<file path="src/rtl/rx_pad_pkg.sv">
package rx_pad_pkg;

    typedef enum logic {
        ST_PASS = 1'b0,
        ST_FILL = 1'b1
    } pad_state_e;

    localparam logic [7:0] FILL_BYTE = 8'h00;

endpackage

</file>
<file path="src/rtl/rx_pad_cfg.sv">
module rx_pad_cfg #(
    parameter int REG_W  = 32,
    parameter int SIZE_W = 5,
    parameter int SLOT_W = 16
) (
    input  logic              clk,
    input  logic              rst_n,
    input  logic              sw_rst,
    input  logic              wr_en,
    input  logic [REG_W-1:0]  wdata,
    output logic [REG_W-1:0]  rdata,
    output logic [SIZE_W-1:0] act_size,
    output logic [SLOT_W-1:0] act_slot
);
    localparam int FIELD_W  = SIZE_W + SLOT_W;
    localparam int SIZE_LSB = SLOT_W;

    typedef struct packed {
        logic [SIZE_W-1:0] held_size;
        logic [SLOT_W-1:0] held_slot;
        logic [SIZE_W-1:0] run_size;
        logic [SLOT_W-1:0] run_slot;
    } cfg_regs_t;

    cfg_regs_t regs_d, regs_q;

    always_comb begin
        regs_d = regs_q;
        if (wr_en) begin
            regs_d.held_size = wdata[SIZE_LSB +: SIZE_W];
            regs_d.held_slot = wdata[0 +: SLOT_W];
        end
        if (sw_rst) begin
            regs_d.run_size = regs_q.held_size;
            regs_d.run_slot = regs_q.held_slot;
        end
    end

    always_ff @(posedge clk or negedge rst_n) begin
        if (!rst_n) begin
            regs_q <= '0;
        end else begin
            regs_q <= regs_d;
        end
    end

    generate
        if (REG_W > FIELD_W) begin : g_rsvd
            assign rdata = {{(REG_W-FIELD_W){1'b0}}, regs_q.held_size, regs_q.held_slot};
        end else begin : g_full
            assign rdata = {regs_q.held_size, regs_q.held_slot};
        end
    endgenerate

    assign act_size = regs_q.run_size;
    assign act_slot = regs_q.run_slot;

endmodule

</file>
<file path="src/rtl/rx_pad_ctrl.sv">
module rx_pad_ctrl
    import rx_pad_pkg::*;
#(
    parameter int SIZE_W = 5,
    parameter int SLOT_W = 16
) (
    input  logic              clk,
    input  logic              rst_n,
    input  logic              sw_rst,
    input  logic [SIZE_W-1:0] act_size,
    input  logic [SLOT_W-1:0] act_slot,
    input  logic              in_valid,
    input  logic              in_last,
    input  logic              out_ready,
    output logic              in_ready,
    output logic              out_valid,
    output logic              fill_sel
);
    localparam int CNT_W = SLOT_W + 1;

    typedef struct packed {
        pad_state_e        state;
        logic [CNT_W-1:0]  pos;
        logic [SIZE_W-1:0] left;
        logic              done;
    } ctrl_regs_t;

    ctrl_regs_t regs_d, regs_q;

    logic              at_slot;
    logic              start_fill;
    logic              in_xfer;
    logic [SIZE_W-1:0] left_after;

    always_comb begin
        at_slot    = (regs_q.pos == CNT_W'(act_slot));
        start_fill = (regs_q.state == ST_PASS) && in_valid && !regs_q.done
                     && (act_size != '0) && at_slot;
        fill_sel   = (regs_q.state == ST_FILL) || start_fill;
        out_valid  = !sw_rst && (fill_sel || in_valid);
        in_ready   = !sw_rst && !fill_sel && out_ready;
        in_xfer    = in_valid && in_ready;
        left_after = act_size - SIZE_W'(out_ready);

        regs_d = regs_q;
        if (sw_rst) begin
            regs_d.state = ST_PASS;
            regs_d.pos   = '0;
            regs_d.left  = '0;
            regs_d.done  = 1'b0;
        end else if (start_fill) begin
            if (left_after == '0) begin
                regs_d.state = ST_PASS;
                regs_d.done  = 1'b1;
            end else begin
                regs_d.state = ST_FILL;
                regs_d.left  = left_after;
            end
        end else if (regs_q.state == ST_FILL) begin
            if (out_ready) begin
                regs_d.left = regs_q.left - 1'b1;
                if (regs_q.left == SIZE_W'(1)) begin
                    regs_d.state = ST_PASS;
                    regs_d.done  = 1'b1;
                end
            end
        end else if (in_xfer) begin
            if (in_last) begin
                regs_d.pos  = '0;
                regs_d.done = 1'b0;
            end else if (regs_q.pos != '1) begin
                regs_d.pos = regs_q.pos + 1'b1;
            end
        end
    end

    always_ff @(posedge clk or negedge rst_n) begin
        if (!rst_n) begin
            regs_q <= '{state: ST_PASS, pos: '0, left: '0, done: 1'b0};
        end else begin
            regs_q <= regs_d;
        end
    end

endmodule

</file>
<file path="src/rtl/rx_pad_mux.sv">
module rx_pad_mux
    import rx_pad_pkg::*;
#(
    parameter int DATA_W = 8
) (
    input  logic              fill_sel,
    input  logic [DATA_W-1:0] in_data,
    input  logic              in_last,
    output logic [DATA_W-1:0] out_data,
    output logic              out_last
);
    always_comb begin
        if (fill_sel) begin
            out_data = DATA_W'(FILL_BYTE);
            out_last = 1'b0;
        end else begin
            out_data = in_data;
            out_last = in_last;
        end
    end

endmodule

</file>
<file path="src/rtl/rx_pad_inserter.sv">
module rx_pad_inserter #(
    parameter int REG_W  = 32,
    parameter int SIZE_W = 5,
    parameter int SLOT_W = 16,
    parameter int DATA_W = 8
) (
    input  logic              clk,
    input  logic              rst_n,
    input  logic              sw_rst,
    input  logic              cfg_wr_en,
    input  logic [REG_W-1:0]  cfg_wdata,
    output logic [REG_W-1:0]  cfg_rdata,
    input  logic              in_valid,
    output logic              in_ready,
    input  logic [DATA_W-1:0] in_data,
    input  logic              in_last,
    output logic              out_valid,
    input  logic              out_ready,
    output logic [DATA_W-1:0] out_data,
    output logic              out_last
);
    logic [SIZE_W-1:0] act_size;
    logic [SLOT_W-1:0] act_slot;
    logic              fill_sel;

    rx_pad_cfg #(.REG_W(REG_W), .SIZE_W(SIZE_W), .SLOT_W(SLOT_W)) cfg_i (
        .clk      (clk),
        .rst_n    (rst_n),
        .sw_rst   (sw_rst),
        .wr_en    (cfg_wr_en),
        .wdata    (cfg_wdata),
        .rdata    (cfg_rdata),
        .act_size (act_size),
        .act_slot (act_slot)
    );

    rx_pad_ctrl #(.SIZE_W(SIZE_W), .SLOT_W(SLOT_W)) ctrl_i (
        .clk       (clk),
        .rst_n     (rst_n),
        .sw_rst    (sw_rst),
        .act_size  (act_size),
        .act_slot  (act_slot),
        .in_valid  (in_valid),
        .in_last   (in_last),
        .out_ready (out_ready),
        .in_ready  (in_ready),
        .out_valid (out_valid),
        .fill_sel  (fill_sel)
    );

    rx_pad_mux #(.DATA_W(DATA_W)) mux_i (
        .fill_sel (fill_sel),
        .in_data  (in_data),
        .in_last  (in_last),
        .out_data (out_data),
        .out_last (out_last)
    );

endmodule

</file>
<file path="config.mk">
export PLATFORM = sky130hd
export DESIGN_NAME = rx_pad_inserter
export DESIGN_NICKNAME = d
export VERILOG_FILES = /design/src/rtl/rx_pad_pkg.sv /design/src/rtl/rx_pad_cfg.sv /design/src/rtl/rx_pad_ctrl.sv /design/src/rtl/rx_pad_mux.sv /design/src/rtl/rx_pad_inserter.sv
export SDC_FILE = /design/constraint.sdc
export NUM_CORES = 1
export LEC_CHECK = 0
export ABC_AREA = 0
export BUFFER_PORTS_ARGS = -buffer_cell sky130_fd_sc_hd__buf_2
export CAP_MARGIN = 20
export CORE_ASPECT_RATIO = 0.75
export CORE_MARGIN = 1
export CORE_UTILIZATION = 50
export CTS_BUF_LIST = sky130_fd_sc_hd__clkbuf_4
export DETAILED_ROUTE_END_ITERATION = 8
export GPL_ROUTABILITY_DRIVEN = 0
export PLACE_DENSITY = 0.76
export SYNTH_ARGS = -nofsm -noshare
export SYNTH_HDL_FRONTEND = slang
export SYNTH_SLANG_ARGS = --single-unit
</file>
<file path="constraint.sdc">
create_clock -name clk -period 6.67 [get_ports clk]
set_clock_uncertainty 0.2 [all_clocks]
set_input_delay 0.3335 -clock clk [delete_from_list [all_inputs] [get_ports clk]]
set_output_delay 0.3335 -clock clk [all_outputs]
set_load 0.005 [all_outputs]
</file>
# Yosys cells after proc, flatten, opt, wreduce, memory -nomap -nowiden
# Cells that the tools add are included.
[word_totals] reg_bits=66 inputBits=47 out_inout_bits=43 word_cells=67
[op_classes] addsub=3 n_eq_ne=9 muxes=22 n_bitwise=1 n_reduce_logical=24
[op_table] op="$mux W17" n=5
[op_table] op="$mux W24" n=1
[op_table] op="$add A17 B1 Y17 const B" n=1
[op_table] op="$eq A17 B16 Y1" n=1
[op_table] op="$ne A17 B17 Y1 const B" n=1
[op_table] op="$mux W6" n=2
[op_table] op="$mux W1" n=11
[op_table] op="$mux W5" n=2
[op_table] op="$reduce_bool A3 Y1" n=3
[op_table] op="$logic_and A1 B1 Y1" n=8
[op_table] op="$mux W8" n=1
[op_table] op="$ne A4 B4 Y1 const B" n=2
[op_table] op="$reduce_bool A4 Y1" n=2
[op_table] op="$ne A3 B3 Y1 const B" n=2
[op_table] op="$eq A5 B1 Y1 const B" n=1
[op_table] op="$logic_not A5 Y1" n=1
[op_table] op="$reduce_and A5 Y1" n=1
[op_table] op="$reduce_bool A5 Y1" n=1
[op_table] op="$sub A5 B1 Y5" n=1
[op_table] op="$sub A5 B1 Y5 const B" n=1
[op_table] op="$ne A2 B2 Y1 const B" n=2
[op_table] op="$reduce_and A4 Y1" n=1
[op_table] op="$logic_not A1 Y1" n=3
[op_table] op="$reduce_and A3 Y1" n=1
[op_table] op="other kinds (3)" n=4

# Depth between registers and ports, before layout
[logic_depth] ltp_word=14 depth_mapped=12 ltp_nobuf=11

# Hierarchy
# Synthesis repeated with hierarchy kept, for this count alone.
[unflattened] cells_unflattened=317 hier_area_um2=3718.6
[modules_own_cells] module="rx_pad_ctrl" instances=1 cells_each=208 area_per_inst_um2=1856.8 seq_area_each_um2=600.6
[modules_own_cells] module="rx_pad_cfg" instances=1 cells_each=100 area_per_inst_um2=1805.5 seq_area_each_um2=1051.0
[modules_own_cells] module="rx_pad_mux" instances=1 cells_each=9 area_per_inst_um2=56.3 seq_area_each_um2=0.0

# Least setup slack after synthesis
# No wires, ideal clock.
[synth_path] kind="reg-to-reg" startpoint="reg ctrl_i.regs_q[6]" endpoint="reg ctrl_i.regs_q[14]" setup_ns=0.095 arrival_ns=2.139 required_ns=6.375 path_slack_ns=4.236 path_stages_with_launch=12 n_path_buf=1 synth_period_minus_slack_ns=2.434 path_cell_list="dfrtp_1 -> ha_1 -> nand3_1 -> nor3_1 -> ha_1 -> nand2b_1 -> nor3b_1 -> a21boi_1 -> a211oi_1 -> buf_2 -> or2_2 -> o31ai_1"
[synth_between] elab_chain_cells=9 word_cells_on_any_way=19 cone_classes="1 x add/sub; 3 x eq/ne; 6 x mux; 9 x reduce/logical"
[synth_rtl] item="start: declaration" line="rx_pad_ctrl.sv:28" source="ctrl_regs_t regs_d, regs_q;"
[synth_rtl] item="start signal: assignment" line="rx_pad_ctrl.sv:79" source="regs_q <= '{state: ST_PASS, pos: '0, left: '0, done: 1'b0};"
[synth_rtl] item="start signal: assignment" line="rx_pad_ctrl.sv:81" source="regs_q <= regs_d;"
[synth_rtl] item="parallel branches: the longest is 9 deep, another holds $add A17 B1 Y17"
# Parallel ways; which one is timed is not known. The select of a mux whose other input is x is not followed.
# A chain may end at the register's enable or synchronous reset.

# Worst setup path after layout
[layout_path] startpoint="reg ctrl_i.regs_q[23]" endpoint="out in_ready"
[layout_between] elab_chain_cells=9
[layout_rtl] item="$not A1 Y1" line="rx_pad_ctrl.sv:37" source="start_fill = (regs_q.state == ST_PASS) && in_valid && !regs_q.done"
[layout_rtl] item="$logic_and A1 B1 Y1 (2 in series)" line="rx_pad_ctrl.sv:37"
[layout_rtl] item="$logic_and A1 B1 Y1 (2 in series)" line="rx_pad_ctrl.sv:38" source="&& (act_size != '0) && at_slot;"
[layout_rtl] item="$logic_or A1 B1 Y1 (*)" line="rx_pad_ctrl.sv:39" source="fill_sel = (regs_q.state == ST_FILL) || start_fill;"
[layout_rtl] item="$logic_not A1 Y1 (*)" line="rx_pad_ctrl.sv:41" source="in_ready = !sw_rst && !fill_sel && out_ready;"
[layout_rtl] item="$logic_and A1 B1 Y1 (*) (2 in series)" line="rx_pad_ctrl.sv:41"
[layout_rtl] item="end: declaration" line="rx_pad_inserter.sv:14" source="output logic in_ready,"
# Every way passes the cells marked *; elsewhere a longest branch is shown, timed or not.

==> impl_metrics.csv <==
group,metric,value,unit
cts,clk_path_buf_depth,2,
yosys,synth.most_common_cell,"dfrtp_1",
global_route,grt_util_all_layers,22.3,%
setup_path,cp-startpoint,"ctrl_i.regs_q[23]$_DFF_PN0_",
routing,drtAntennaViolNets,0,
setup_path,cp.required,6140,ps
yosys,synth_top_area_cell,"dfrtp_1",
finish,nets,471,
placement,dpl.cell_count,468,
floorplanning,start_util,51.5,%
timing,hold_viol,0,
timing,min_period,3190,ps
finish,instances_no_fill,507,
timing,slew_headroom,43.7,%
placement,io_buffer_count,67,
yosys,ys_warn_count,0,
timing,min_period_over_period,47.8,%
yosys,netlist-cell-type-count,51,
setup_path,cpMaxStageDelayCell,"or4b_1",
yosys,synth_cells,328,
yosys,netlist_top_cells_count,"66 x dfrtp_1, 40 x mux2_2, 28 x nand2_1",
yosys,synth_edf_count,0,
routing,routed-via-count,2830,
cts,path_clk_slew,100,ps
placement,hpwlAfterDp,5150,um
timing,setup_viol,0,
flow_run,max_cap_viol_count,0,
routing,route.detailed.drc,0,
cts,cts_sinks,66,
timing,worst_pin_slew,844,ps
floorplanning,rows,26,
routing,dr.pass1.iters,4,
global_route,grt_pass1_wl,12600,um
setup_path,endpoint_kind,"output port",
finish,n_antenna_cell,0,
power,p_per_area,211,nW/um^2
finish,postLayoutCoreUtil,62.3,%
run_status,status,"complete, no violations",
cts,clk_latency,410,ps
cts,cts_htree_levels,3,
setup_path,r2r_start,"ctrl_i.regs_q[14]$_DFFE_PN0P_",
floorplanning,coreArea,6800,sq um
floorplanning,fp.dieW,98.6,um
floorplanning,dieArea,7340,sq um
routing,wl_per_cell,14.9,um
setup_path,critical_path.cell_chain,"or4b_1 > a211oi_2 > and2_2 > a21oi_1 > and3_1 > buf_2",
cts,ctsRootBufferMaster,"clkbuf_4",
yosys,synth_area_leaders,"dfrtp_1 47%, mux2_2 13%, xor2_1 4.3%, a21oi_1 3.0%, nand2_1 3.0%",
finish,area_growth,21.1,%
setup_path,crit_buf_inv,1,
setup_path,crit_fanout,12,
cts,postCtsResizedCells,0,
setup_path,cp-start-kind,"flip-flop",
setup_path,worst-setup-path-type,"reg -> out",
timing,grt_setup_unrepaired,"no",
min_path,hp-start,"in_valid",
min_path,min_path_type,"in -> reg",
global_route,grt_max_degree,67,
setup_path,slowest_delay,590,ps
setup_path,critPathTopFamily,"simple AND/OR/NAND/NOR gates",
yosys,async_reset_ff_share,100,%
yosys,ys_seq_area_share,47.2,%
timing,tns,0,ps
timing,finalMaxSlewViolations,0,
global_route,grt_pass1_vias,2669,
cts,cts_tree,"built",
yosys,syn_area,3500,sq um
global_route,gr-total-overflow,0,
yosys,synth_top_area_share,47.2,%
yosys,syn_area_per_cell,10.7,sq um
floorplanning,io-pin-count,90,
cts,postCtsSetupBuffers,0,
global_route,antenna_found_initial,0,
power,total_leakage_power,1.88,nW
finish,layout-drive-gt1-share,31.0,%
routing,drt_first_iter_violations,142,
cts,numCtsBuffers,9,
timing,max_freq,0.314,GHz
power,power,0.895,mW
power,ir_drop,0.000161,V
floorplanning,die_y,74.4,um
setup_path,arrival,2660,ps
routing,via_per_inst,5.58,
routing,wl,7560,um
yosys,synth_flop_cell,"dfrtp_1",
yosys,ys_ff_latch,66,
==> cells by family after synthesis <==
logic type                 share of synthesized area (%)
and+or+nand+nor                                     16.4
DFF                                                 47.2
AOI/OAI and AO/OA                                   10.6
muxes                                               13.4
buffers and inverters                               5.08
xor gates and xnor gates                            5.01
adders and majority gates                           2.15
other                                              0.107
==> worst min-delay path, cell delays in order <==
cell and delay [ps]:
buf_2 120, nand3b_1 160, o41ai_1 100
==> cells in the final DEF (no fill, tap or decap), types with 4 or more instances in the layout <==
master,instances
a21oi_1,21
and2_1,9
buf_2,68
clkbuf_4,10
conb_1,11
dfrtp_1,66
dlygate4sd3_1,22
ha_1,6
inv_1,10
mux2_2,40
nand2_1,28
nand3_1,14
nand3b_1,4
nor2_1,13
nor3_1,5
nor4_1,4
o21ai_0,7
o31ai_1,7
or3_1,4
or4_1,7
xor2_1,17
==> repair_timing <==
action,CTS,global route
hold buffers,22,0
hold endpoints to repair,87,0
endpoints found under the setup margin,0,0
==> per-stage QoR <==
step | setup slack (ps) | area [sq um] | hold slack, ps
final | 3480 | 4240 | 138
after global routing | 3270 | 4240 | 147
after CTS | 3200 | 4230 | 111
after detailed placement | 3340 | 3840 | 296
after global placement | 3510 | 3840 | 286
after floorplan | 4240 | 3540 | -162
==> power by group <==
group	switching, mW	internal, mW	total [mW]
registers	0.0268	0.432	0.459
clock network	0.146	0.157	0.304
logic	0.0621	0.0704	0.132
==> state kept, by name, summed over array words and instances (netlist names) <==
signal          count
cfg_i.act_size      5
cfg_i.act_slot     16
ctrl_i.regs_q      24
cfg_i.rdata        21
==> worst paths after layout <==
check | end | slack (ps) | cells after the start
max | in_ready | 3480 | 6
min | ctrl_i.regs_q[8]$_DFFE_PN0P_ | 140 | 3
max reg2reg | ctrl_i.regs_q[16]$_DFFE_PN0P_ | 3540 | 12
min reg2reg | cfg_i.act_size[1]$_DFFE_PN0P_ | 320 | 2
max in group asynchronous | ctrl_i.regs_q[23]$_DFF_PN0_ | 5300 | 3
min in group asynchronous | cfg_i.rdata[4]$_DFFE_PN0P_ | 430 | 3
==> final cells by class <==
class                   count  area (sq um)
clock buffers              10          75.1
clock inverters             6          91.3
fillers                   536          2560
inverters                  10          37.5
multi-input cells         240          1710
flip-flops and latches     66          1650
well taps                  84           105
repair buffers             91           568
==> metal layers <==
metal	vias up	part of all wire [%]	global-route usage, %
met4	0	1.2	8.46
met2	113	46	36.2
li1	1346	-	-
met1	1360	46	29.5
met5	-	0	0
met3	11	6.4	5.64
No activity file was read; power rests on OpenSTA's default activity.
